--- config.mk ---
export PLATFORM = sky130hd
export DESIGN_NAME = pcmctl_core
export DESIGN_NICKNAME = d
export VERILOG_FILES = /design/src/rtl/pcmctl_pkg.sv /design/src/rtl/pcmctl_sync.sv /design/src/rtl/pcmctl_pwrup.sv /design/src/rtl/pcmctl_loss.sv /design/src/rtl/pcmctl_force.sv /design/src/rtl/pcmctl_loader.sv /design/src/rtl/pcmctl_core.sv
export SDC_FILE = /design/constraint.sdc
export NUM_CORES = 1
export LEC_CHECK = 0
export ABC_AREA = 1
export BUFFER_PORTS_ARGS = -buffer_cell sky130_fd_sc_hd__buf_2
export CORE_ASPECT_RATIO = 0.7
export CORE_MARGIN = 5
export CORE_UTILIZATION = 50
export CTS_BUF_LIST = sky130_fd_sc_hd__clkbuf_16
export DETAILED_ROUTE_END_ITERATION = 6
export PLACE_DENSITY = 0.67
export SYNTH_ARGS = -nofsm -noshare
export SYNTH_HDL_FRONTEND = slang
export SYNTH_SLANG_ARGS = --single-unit
--- constraint.sdc ---
create_clock -name clk_ref -period 2.1 [get_ports clk_ref]
set_clock_uncertainty 0.2 [all_clocks]
set_input_delay 0.21 -clock clk_ref [delete_from_list [all_inputs] [get_ports clk_ref]]
set_output_delay 0.21 -clock clk_ref [all_outputs]
set_load 0.02 [all_outputs]
--- src/rtl/pcmctl_pkg.sv ---
package pcmctl_pkg;

   localparam int unsigned REG_W  = 8;
   localparam int unsigned GAIN_W = 6;
   localparam int unsigned SD_W   = 6;
   localparam int unsigned TSEL_W = REG_W - SD_W;

   localparam logic [REG_W-1:0] REG_A_FORCED = 8'hC0;
   localparam logic [REG_W-1:0] REG_B_FORCED = 8'h00;

   typedef enum logic [TSEL_W-1:0] {
      TM_NORMAL  = 2'b00,
      TM_TX_FILT = 2'b01,
      TM_RX_FILT = 2'b10,
      TM_CODEC   = 2'b11
   } test_mode_e;

   function automatic logic sleep_req(input logic [REG_W-1:0] a);
      return a[REG_W-1] & a[REG_W-2];
   endfunction

endpackage

--- src/rtl/pcmctl_sync.sv ---
module pcmctl_sync #(
   parameter int unsigned STAGES = 2,
   parameter int unsigned W      = 4
) (
   input  logic         clk,
   input  logic         rst_n,
   input  logic [W-1:0] d_i,
   output logic [W-1:0] q_o,
   output logic         fall_o
);

   if (STAGES < 2) begin : g_bad_stages
      $error("pcmctl_sync: STAGES must be at least 2");
   end

   logic [W-1:0] stg [STAGES];
   logic         prev_q;

   always_ff @(posedge clk or negedge rst_n) begin
      if (!rst_n) begin
         for (int i = 0; i < int'(STAGES); i++) stg[i] <= '0;
         prev_q <= 1'b0;
      end else begin
         stg[0] <= d_i;
         for (int i = 1; i < int'(STAGES); i++) stg[i] <= stg[i-1];
         prev_q <= stg[STAGES-1][0];
      end
   end

   assign q_o    = stg[STAGES-1];
   assign fall_o = prev_q & ~stg[STAGES-1][0];

endmodule

--- src/rtl/pcmctl_pwrup.sv ---
module pcmctl_pwrup #(
   parameter int unsigned EDGES = 25
) (
   input  logic clk,
   input  logic rst_n,
   input  logic fall_i,
   output logic active_o
);

   localparam int unsigned CW = $clog2(EDGES + 1);
   localparam logic [CW-1:0] DONE = CW'(EDGES);

   logic [CW-1:0] cnt_q;

   always_ff @(posedge clk or negedge rst_n) begin
      if (!rst_n)                 cnt_q <= '0;
      else if (active_o && fall_i) cnt_q <= cnt_q + 1'b1;
   end

   assign active_o = (cnt_q != DONE);

   // once the window has closed it never reopens
   a_r1_window_once: assert property (@(posedge clk) disable iff (!rst_n)
      !active_o |=> !active_o);

endmodule

--- src/rtl/pcmctl_loss.sv ---
module pcmctl_loss #(
   parameter int unsigned LIMIT = 2500
) (
   input  logic clk,
   input  logic rst_n,
   input  logic fall_i,
   output logic loss_o
);

   localparam int unsigned CW = $clog2(LIMIT + 1);
   localparam logic [CW-1:0] TOP = CW'(LIMIT);

   logic [CW-1:0] cnt_q;

   always_ff @(posedge clk or negedge rst_n) begin
      if (!rst_n)            cnt_q <= '0;
      else if (fall_i)       cnt_q <= '0;
      else if (cnt_q != TOP) cnt_q <= cnt_q + 1'b1;
   end

   assign loss_o = (cnt_q == TOP);

   // a falling edge always ends clock loss
   a_r3_edge_clears_loss: assert property (@(posedge clk) disable iff (!rst_n)
      fall_i |=> !loss_o);

endmodule

--- src/rtl/pcmctl_force.sv ---
module pcmctl_force #(
   parameter int unsigned BITS = 16
) (
   input  logic clk,
   input  logic rst_n,
   input  logic hard_i,
   input  logic fall_i,
   input  logic mode_i,
   input  logic ctl_i,
   output logic force_o
);

   localparam int unsigned CW = $clog2(BITS + 1);
   localparam logic [CW-1:0] TOP = CW'(BITS);

   logic [CW-1:0] run_q;

   always_ff @(posedge clk or negedge rst_n) begin
      if (!rst_n)                 run_q <= '0;
      else if (hard_i || !mode_i) run_q <= '0;
      else if (fall_i) begin
         if (!ctl_i)              run_q <= '0;
         else if (run_q != TOP)   run_q <= run_q + 1'b1;
      end
   end

   assign force_o = (run_q == TOP);

   // dropping the mode select ends the forced state
   a_r7_mode_low_clears: assert property (@(posedge clk) disable iff (!rst_n)
      !mode_i |=> !force_o);

endmodule

--- src/rtl/pcmctl_loader.sv ---
module pcmctl_loader
   import pcmctl_pkg::*;
#(
   parameter bit MSB_FIRST = 1'b1
) (
   input  logic             clk,
   input  logic             rst_n,
   input  logic             hard_i,
   input  logic             frame_hi_i,
   input  logic             fall_i,
   input  logic             bit_i,
   output logic [REG_W-1:0] reg_a_o,
   output logic [REG_W-1:0] reg_b_o
);

   localparam int unsigned NBITS = 2 * REG_W;
   localparam int unsigned CW    = $clog2(NBITS + 1);
   localparam logic [CW-1:0] END_A = CW'(REG_W - 1);
   localparam logic [CW-1:0] END_B = CW'(NBITS - 1);
   localparam logic [CW-1:0] FULL  = CW'(NBITS);

   logic [CW-1:0]    bit_cnt_q;
   logic [REG_W-1:0] shift_q, shift_nxt;

   if (MSB_FIRST) begin : g_msb
      assign shift_nxt = {shift_q[REG_W-2:0], bit_i};
   end else begin : g_lsb
      assign shift_nxt = {bit_i, shift_q[REG_W-1:1]};
   end

   always_ff @(posedge clk or negedge rst_n) begin
      if (!rst_n) begin
         bit_cnt_q <= '0;
         shift_q   <= '0;
         reg_a_o   <= REG_A_FORCED;
         reg_b_o   <= REG_B_FORCED;
      end else if (hard_i) begin
         bit_cnt_q <= '0;
         shift_q   <= '0;
         reg_a_o   <= REG_A_FORCED;
         reg_b_o   <= REG_B_FORCED;
      end else if (frame_hi_i) begin
         bit_cnt_q <= '0;
      end else if (fall_i && (bit_cnt_q != FULL)) begin
         shift_q   <= shift_nxt;
         bit_cnt_q <= bit_cnt_q + 1'b1;
         if (bit_cnt_q == END_A) reg_a_o <= shift_nxt;
         if (bit_cnt_q == END_B) reg_b_o <= shift_nxt;
      end
   end

   // a high frame strobe restarts the bit count
   a_r4_frame_restarts: assert property (@(posedge clk) disable iff (!rst_n)
      frame_hi_i |=> (bit_cnt_q == '0));

   // registers change only on a counted falling edge or a forced state
   a_r4_load_on_edge: assert property (@(posedge clk) disable iff (!rst_n)
      (!hard_i && !fall_i) |=> ($stable(reg_a_o) && $stable(reg_b_o)));

endmodule

--- src/rtl/pcmctl_core.sv ---
module pcmctl_core
   import pcmctl_pkg::*;
#(
   parameter int unsigned SYNC_STAGES = 2,
   parameter int unsigned PWRUP_EDGES = 25,
   parameter int unsigned REF_CLK_KHZ = 125000,
   parameter int unsigned LOSS_LIMIT  = 2500,
   parameter int unsigned FORCE_BITS  = 16,
   parameter bit          MSB_FIRST   = 1'b1
) (
   input  logic              clk_ref,
   input  logic              rst_n,
   input  logic              bclk,
   input  logic              frame_n,
   input  logic              ctl_in,
   input  logic              mode_neg,
   output logic              pwrdn_o,
   output logic              dout_en_o,
   output logic [SD_W-1:0]   sd_o,
   output logic [TSEL_W-1:0] test_sel_o,
   output logic [GAIN_W-1:0] gain_o
);

   localparam longint unsigned LOSS_MIN = (64'd10 * REF_CLK_KHZ) / 1000;
   localparam longint unsigned LOSS_MAX = (64'd40 * REF_CLK_KHZ) / 1000;

   if (LOSS_LIMIT < LOSS_MIN || LOSS_LIMIT > LOSS_MAX) begin : g_bad_loss
      $error("pcmctl_core: LOSS_LIMIT outside the 10..40 us window");
   end
   if (PWRUP_EDGES == 0) begin : g_bad_pwrup
      $error("pcmctl_core: PWRUP_EDGES must be nonzero");
   end
   if (FORCE_BITS == 0) begin : g_bad_force
      $error("pcmctl_core: FORCE_BITS must be nonzero");
   end

   logic [3:0]       in_s;
   logic             fall;
   logic             pwr_act, loss, forced, hard, sw_req;
   logic [REG_W-1:0] reg_a, reg_b;

   pcmctl_sync #(.STAGES(SYNC_STAGES), .W(4)) u_sync (
      .clk(clk_ref), .rst_n(rst_n),
      .d_i({mode_neg, ctl_in, frame_n, bclk}),
      .q_o(in_s), .fall_o(fall)
   );

   pcmctl_pwrup #(.EDGES(PWRUP_EDGES)) u_pwrup (
      .clk(clk_ref), .rst_n(rst_n), .fall_i(fall), .active_o(pwr_act)
   );

   pcmctl_loss #(.LIMIT(LOSS_LIMIT)) u_loss (
      .clk(clk_ref), .rst_n(rst_n), .fall_i(fall), .loss_o(loss)
   );

   assign hard = pwr_act | loss;

   pcmctl_force #(.BITS(FORCE_BITS)) u_force (
      .clk(clk_ref), .rst_n(rst_n), .hard_i(hard), .fall_i(fall),
      .mode_i(in_s[3]), .ctl_i(in_s[2]), .force_o(forced)
   );

   pcmctl_loader #(.MSB_FIRST(MSB_FIRST)) u_loader (
      .clk(clk_ref), .rst_n(rst_n), .hard_i(hard), .frame_hi_i(in_s[1]),
      .fall_i(fall), .bit_i(in_s[2]), .reg_a_o(reg_a), .reg_b_o(reg_b)
   );

   assign sw_req     = sleep_req(reg_a);
   assign pwrdn_o    = hard | forced | sw_req;
   assign dout_en_o  = ~pwrdn_o;
   assign sd_o       = reg_b[SD_W-1:0];
   assign test_sel_o = reg_b[REG_W-1:SD_W];
   assign gain_o     = reg_a[GAIN_W-1:0];

   // a start-up or clock-loss state forces both registers on the next cycle
   a_r2_forced_regs: assert property (@(posedge clk_ref) disable iff (!rst_n)
      hard |=> (reg_a == REG_A_FORCED && reg_b == REG_B_FORCED));

   // entering a register-A sleep request leaves the logic outputs as they were
   a_r6_sd_kept: assert property (@(posedge clk_ref) disable iff (!rst_n)
      ($rose(sw_req) && !$past(hard)) |-> $stable(sd_o));

endmodule

==> flow_summary.json, run 1 <==
{
  "status": "finished, final reports clean",
  "h-tree-depth": 3,
  "syn_nets": 350,
  "ys_warn_count": 0,
  "clk_latency_ns": 0.32,
  "synthTopCellsByArea": "dfrtp_1, nand2_1, inv_1",
  "ys_ff_latch": 59,
  "start_kind": "register",
  "power_frac_comb_pct": 9.2,
  "start_util_pct": 51.2,
  "cts_tree": "done",
  "syn_avg_cell_area_um2": 8.71,
  "post_synth_num_cell_types": 27,
  "fin_nets": 388,
  "drive_gt1_share_pct": 20.1,
  "pwr-share-seq_pct": 40.2,
  "hold_class": "register to register",
  "fmax_ghz": 0.503,
  "power.total_uw": 3220,
  "drt_first_pass_iters": 4,
  "clk_pin_slew_ns": 0.05,
  "max_slew.worst_pin.slew_ns": 0.377,
  "sw_frac_of_total_pct": 22.9,
  "grt_pass1_vias": 2136,
  "track_usage_pct": 17.1,
  "antenna_found_initial": 0,
  "p_per_area_nw_per_um2": 913,
  "rows": 23,
  "final_area_um2": 3520,
  "syn_inst": 335,
  "numCtsBuffers": 9,
  "cts_root_buf": "clkbuf_16",
  "area_delta_synth_final_pct": 20.8,
  "yosys.area.top_type": "dfrtp_1",
  "overflow": 0,
  "ir_worst_vdd_mv": 0.773,
  "crit_path_max_fanout": 3,
  "layout_setup_ws_ns": 0.111,
  "num_vias": 2158,
  "maxCapViolations": 0,
  "wl_um": 5610,
  "post_drt_wl_per_cell_um": 12.4,
  "coreArea_um2": 5700,
  "relSlewSlack_pct": 74.9,
  "grt_max_degree": 23,
  "clk_path_buf_depth": 2,
  "finalCoreUtilization_pct": 61.9,
  "via_per_inst": 4.76,
  "cp.arrival_ns": 1.58,
  "portBuffers": 21,
  "critPathCaptureType": "output pin",
  "cp.required_ns": 1.69,
  "p_sw_uw": 736,
  "finalCriticalPeriod_ns": 1.99,
  "diodes": 0,
  "hold_viol_final": 0,
  "tns_ns": 0,
  "synth_top_area_share_pct": 48.9,
  "place_hpwl_um": 4030,
  "num_io_pins": 22,
  "cts.sinks": 59,
  "yosysSeqAreaShare_pct": 50.7,
  "rsz0062_at_grt": "no",
  "drc": 0,
  "die_y_um": 73.9,
  "finalCritPeriodShare_pct": 94.7,
  "die_area_um2": 7480,
  "internal_power_uw": 2480,
  "p_clk_share_pct": 50.6,
  "ant_nets": 0,
  "drt_iter0_drc": 102,
  "grt_first_pass_wirelength_um": 9890,
  "die_w_um": 101,
  "setup_viol": 0,
  "place_ws_ns": 0.172,
  "criticalPathCategory": "register to output pin",
  "place_congestion": 0.816,
  "fill_cells": 471,
  "p_leak_uw": 0.00179,
  "netlist_area_um2": 2920,
  "post_dp_cell_area_um2": 3090,
  "slew_violations": 0
}
final cells by class:
| class | instances | area [um^2] | share of cell area (%) |
|---|---|---|---|
| sequential | 59 | 1480 | 42.0 |
| multi-input combinational | 228 | 1230 | 34.8 |
| timing repair buffer | 37 | 250 | 7.10 |
| clock buffer | 9 | 225 | 6.39 |
| inverter | 38 | 143 | 4.05 |
| clock inverter | 7 | 108 | 3.05 |
| tap | 75 | 93.8 | 2.66 |
metal layers:
metal / up-vias / global-route usage [%] / wire (um)
li1: 1117 / - / -
met1: 1004 / 24.0 / 2920
met2: 29 / 24.6 / 2390
met3: 8 / 5.79 / 246
met4: 0 / 6.49 / 55
met5: - / 0 / 0
repair_timing:
action / 4_1_cts / 5_1_grt
resized for setup: 3 / 1
endpoints found under the setup margin: 2 / 12
hold buffers: 5 / 0
setup buffers: 2 / 2
pin swaps: 3 / 1
hold endpoints to repair: 62 / 0
gates cloned: 0 / 0
through the flow:
stage | cells | hold WS (ns)
finish | 453 | 0.145
global placement | 428 | -0.0567
CTS | 451 | 0.147
global route | 453 | 0.160
floorplan | 335 | -0.286
detailed placement | 428 | -0.0491
cells in the final DEF, fill, tap and decap left out, types with 2 or more instances in the layout:
master and count:
a21oi_1 7, a31oi_1 2, buf_2 21, buf_4 10, bufinv_16 3, clkbuf_16 9
clkinv_2 2, dfrtp_1 57, dfstp_2 2, dlygate4sd3_1 5, ha_1 9, inv_1 36
inv_2 3, nand2_1 104, nand2_4 2, nand3_1 26, nand4_1 2, nor2_1 28
nor2_2 9, nor2_4 9, nor3_1 4, o21ai_0 7, xor2_1 10
logic make-up (layout without fill, tap and decap cells):
kind of cell / after synthesis / in the layout / share of synthesized area (%)
buffers and inverters: 48 / 91 / 7.89
AND/OR/NAND/NOR: 190 / 190 / 30.9
adder cells (fa/ha/maj): 9 / 9 / 3.86
AO/OA/AOI/OAI: 18 / 18 / 3.35
XOR/XNOR: 11 / 11 / 3.30
flip-flops: 59 / 59 / 50.7
flip-flops by register name, summed over array words and instances (netlist names):
name	cells
u_loader.bit_cnt_q	5
u_loader.reg_b_o	8
u_sync.stg	4
u_sync.prev_q	1
u_pwrup.cnt_q	5
u_loss.cnt_q	12
u_loader.shift_q	7
u_sync.q_o	4
u_loader.reg_a_o	8
u_force.run_q	5
critical path, cell delays in order, from the launching register on:
cell     delay, ns
dfrtp_1       0.39
inv_1         0.10
ha_1          0.15
nand2_1       0.07
nor2_2        0.12
nand3_4       0.11
nand2_8       0.09
nor2_4        0.03
inv_1         0.04
buf_2         0.15
worst paths after layout:
path,start,slack [ns],end,cells past startpoint
max,u_loss.cnt_q[0],0.11,pwrdn_o,9
min reg2reg,u_sync.stg[4],0.14,u_sync.q_o[0],0
min,u_sync.stg[4],0.14,u_sync.q_o[0],0
max in group asynchronous,rst_n,0.99,u_loader.reg_a_o[6],3
min in group asynchronous,rst_n,0.15,u_sync.q_o[0],2
max reg2reg,u_loss.cnt_q[0],0.15,u_loader.reg_a_o[4],11
power groups by stage:
stage	combinational (uW)	sequential, uW	clock (uW)
floorplan	215	1290	0
global placement	278	1310	0
detailed placement	286	1310	0
CTS	295	1290	1660
global route	341	1300	1710
finish	296	1290	1630
synth_stat cells, drive strengths merged:
cell type,number
nand2,107
dfrtp,57
nor2,47
inv,38
nand3,28
buf,10
xor2,10
ha,9
a21oi,7
o21ai,7
nor3,4
a31oi,2
dfstp,2
nand4,2
nor3b,1
o21a,1
o31ai,1
or2,1
xnor2,1
Note: power is estimated with default switching activity, not from simulation.
==> run 2, diff against run 1 <==
--- a/config.mk
+++ b/config.mk
@@ -15,4 +15,5 @@
 export PLACE_DENSITY = 0.67
 export SYNTH_ARGS = -nofsm -noshare
 export SYNTH_HDL_FRONTEND = slang
+export SYNTH_HIERARCHICAL = 1
 export SYNTH_SLANG_ARGS = --single-unit
==> constraint.sdc (replaced) <==
create_clock -name clk_ref -period 2.52 [get_ports clk_ref]
set_clock_uncertainty 0.2 [all_clocks]
set_input_delay 0.252 -clock clk_ref [delete_from_list [all_inputs] [get_ports clk_ref]]
set_output_delay 0.252 -clock clk_ref [all_outputs]
set_load 0.02 [all_outputs]
==> run 2 against run 1 <==
  * Synthesized area up 2.5%
  * Setup slack improved by 0.11 ns
  * Sequential power fell by 16%
  * Clock-buffer cell count is the same
  * Non-clock buffer count is 8 lower
  * Critical path depth increased by 4
  * Critical endpoint is now u_force/run_q[0]
==> flow_summary.json, run 2 <==
{
  "ant_nets": 0,
  "dp.cells": 455,
  "clk_path_buf_depth": 2,
  "min_path_cells": 0,
  "die_y_um": 74.7,
  "grt_max_degree": 40,
  "cp.required_ns": 2.53,
  "ir_worst_vdd_mv": 0.388,
  "clk_pin_slew_ns": 0.05,
  "fill_cells": 517,
  "final_cell_mix": "nand2_1, dfrtp_1, nand3_1, inv_1, nor2_1",
  "place_congestion": 0.890,
  "critPathCaptureType": "register",
  "via_per_inst": 5.02,
  "cts.sinks": 59,
  "timing.critical_path.buf_inv": 3,
  "h-tree-depth": 3,
  "finalCriticalPeriod_ns": 2.30,
  "num_io_pins": 22,
  "numCtsBuffers": 9,
  "coreArea_um2": 5760,
  "cts_tree": "done",
  "die_area_um2": 7650,
  "critPathMaxStageDelay_ns": 0.41,
  "ys_warn_count": 6,
  "track_usage_pct": 18.3,
  "p_per_area_nw_per_um2": 727,
  "rr_worst_depth": 13,
  "r2r_slack_ns": 0.22,
  "finalCoreUtilization_pct": 61.0,
  "final_area_um2": 3510,
  "whs_ns": 0.144,
  "status": "finished, final reports clean",
  "grt_pass1_vias": 2207,
  "crit_path_max_fanout": 7,
  "criticalPathCategory": "register to register",
  "drt_first_pass_iters": 4,
  "maxCapViolations": 0,
  "clk_latency_ns": 0.33,
  "stdcell_count": 476,
  "portBuffers": 21,
  "start_kind": "register",
  "netlist_area_um2": 2990,
  "diodes": 0,
  "hold_class": "register to register",
  "syn_avg_cell_area_um2": 8.19,
  "layout_commonest_cell": "nand2_1",
  "p_leak_uw": 0.00186,
  "cpLargestDelayFamily": "simple AND/OR/NAND/NOR gates",
  "grt_first_pass_wirelength_um": 10600,
  "worst-path-stages": 13,
  "wl_um": 5970,
  "rows": 23,
  "cts_root_buf": "clkbuf_16",
  "top_register": "u_loss/cnt_q",
  "crit_chain": "inv_1 > ha_1 > nand2_1 > nor4_1 > nor2_2 > inv_1 > inv_1 > nand2_1 > nor2_8 > nand2_2 > nand2_4 > nand2_1 > nand2_1",
  "cp.arrival_ns": 2.32,
  "fmax_ghz": 0.435,
  "num_vias": 2391,
  "finalCritPeriodShare_pct": 91.3,
  "slowest_stage": "dfrtp_1",
  "largest_reg_flops": 12,
  "hold_viol_final": 0,
  "start_util_pct": 51.9,
  "post_drt_wl_per_cell_um": 12.5,
  "relSlewSlack_pct": 42.4,
  "max_slew.worst_pin.slew_ns": 0.865,
  "cpMostUsedCell": "nand2_1",
  "drc": 0,
  "drive_gt1_share_pct": 16.0,
  "antenna_found_initial": 0,
  "syn_nets": 380,
  "slew_violations": 0,
  "drt_iter0_drc": 129,
  "tns_ns": 0,
  "rsz0062_at_grt": "no",
  "syn_inst": 365,
  "reg_top3": "u_loss/cnt_q: 12 flops, u_loader/reg_a_o: 8 flops, u_loader/reg_b_o: 8 flops",
  "place_hpwl_um": 4170,
  "die_w_um": 102,
  "area_delta_synth_final_pct": 17.4,
  "setup_viol": 0,
  "fin_nets": 411,
  "overflow": 0,
  "post_dp_cell_area_um2": 3150
}
==> run 2: worst paths after layout <==
kind | startpoint | end
setup / recovery | u_loss/cnt_q[0] | u_force/run_q[0]
hold / removal | u_sync/stg[4] | u_sync/q_o[0]
setup reg to reg | u_loss/cnt_q[0] | u_force/run_q[0]
hold reg to reg | u_sync/stg[4] | u_sync/q_o[0]
max in group asynchronous | rst_n | u_loader/reg_b_o[1]
min in group asynchronous | rst_n | u_sync/stg[4]
==> run 2: power breakdown <==
| group | switching, uW | internal [uW] | total (uW) | leakage [uW] |
|---|---|---|---|---|
| sequential | 72.2 | 1020 | 1090 | 0.000785 |
| combinational | 125 | 80.6 | 206 | 0.000912 |
| clock | 405 | 852 | 1260 | 0.000159 |
| total | 602 | 1950 | 2550 | 0.00186 |
==> run 2: cell type report <==
| cell class | instances | area, um^2 | area share, % |
|---|---|---|---|
| clock inverter | 7 | 85.1 | 2.42 |
| tap | 75 | 93.8 | 2.67 |
| sequential | 59 | 1480 | 42.1 |
| multi-input combinational | 250 | 1260 | 36.0 |
| inverter | 47 | 184 | 5.24 |
| timing repair buffer | 29 | 178 | 5.06 |
| clock buffer | 9 | 225 | 6.42 |
==> run 2: through the flow <==
step	worst slack [ns]	power [uW]
floorplan	0.479	1240
global placement	0.316	1300
detailed placement	0.227	1300
CTS	0.216	2580
global route	0.00427	2680
finish	0.219	2550
==> run 2: layer usage <==
metal | GRT usage [%] | vias to the layer above | routed length [um]
li1 | - | 1229 | -
met1 | 26.6 | 1116 | 3060
met2 | 25.5 | 44 | 2630
met3 | 6.39 | 2 | 251
met4 | 6.26 | 0 | 29
met5 | 0 | - | 0
==> run 2: timing repair <==
item,4_1_cts,5_1_grt
hold buffers,5,0
buffers inserted,0,0
hold endpoints to repair,39,0
setup endpoints to repair,0,3
resized for setup,0,2
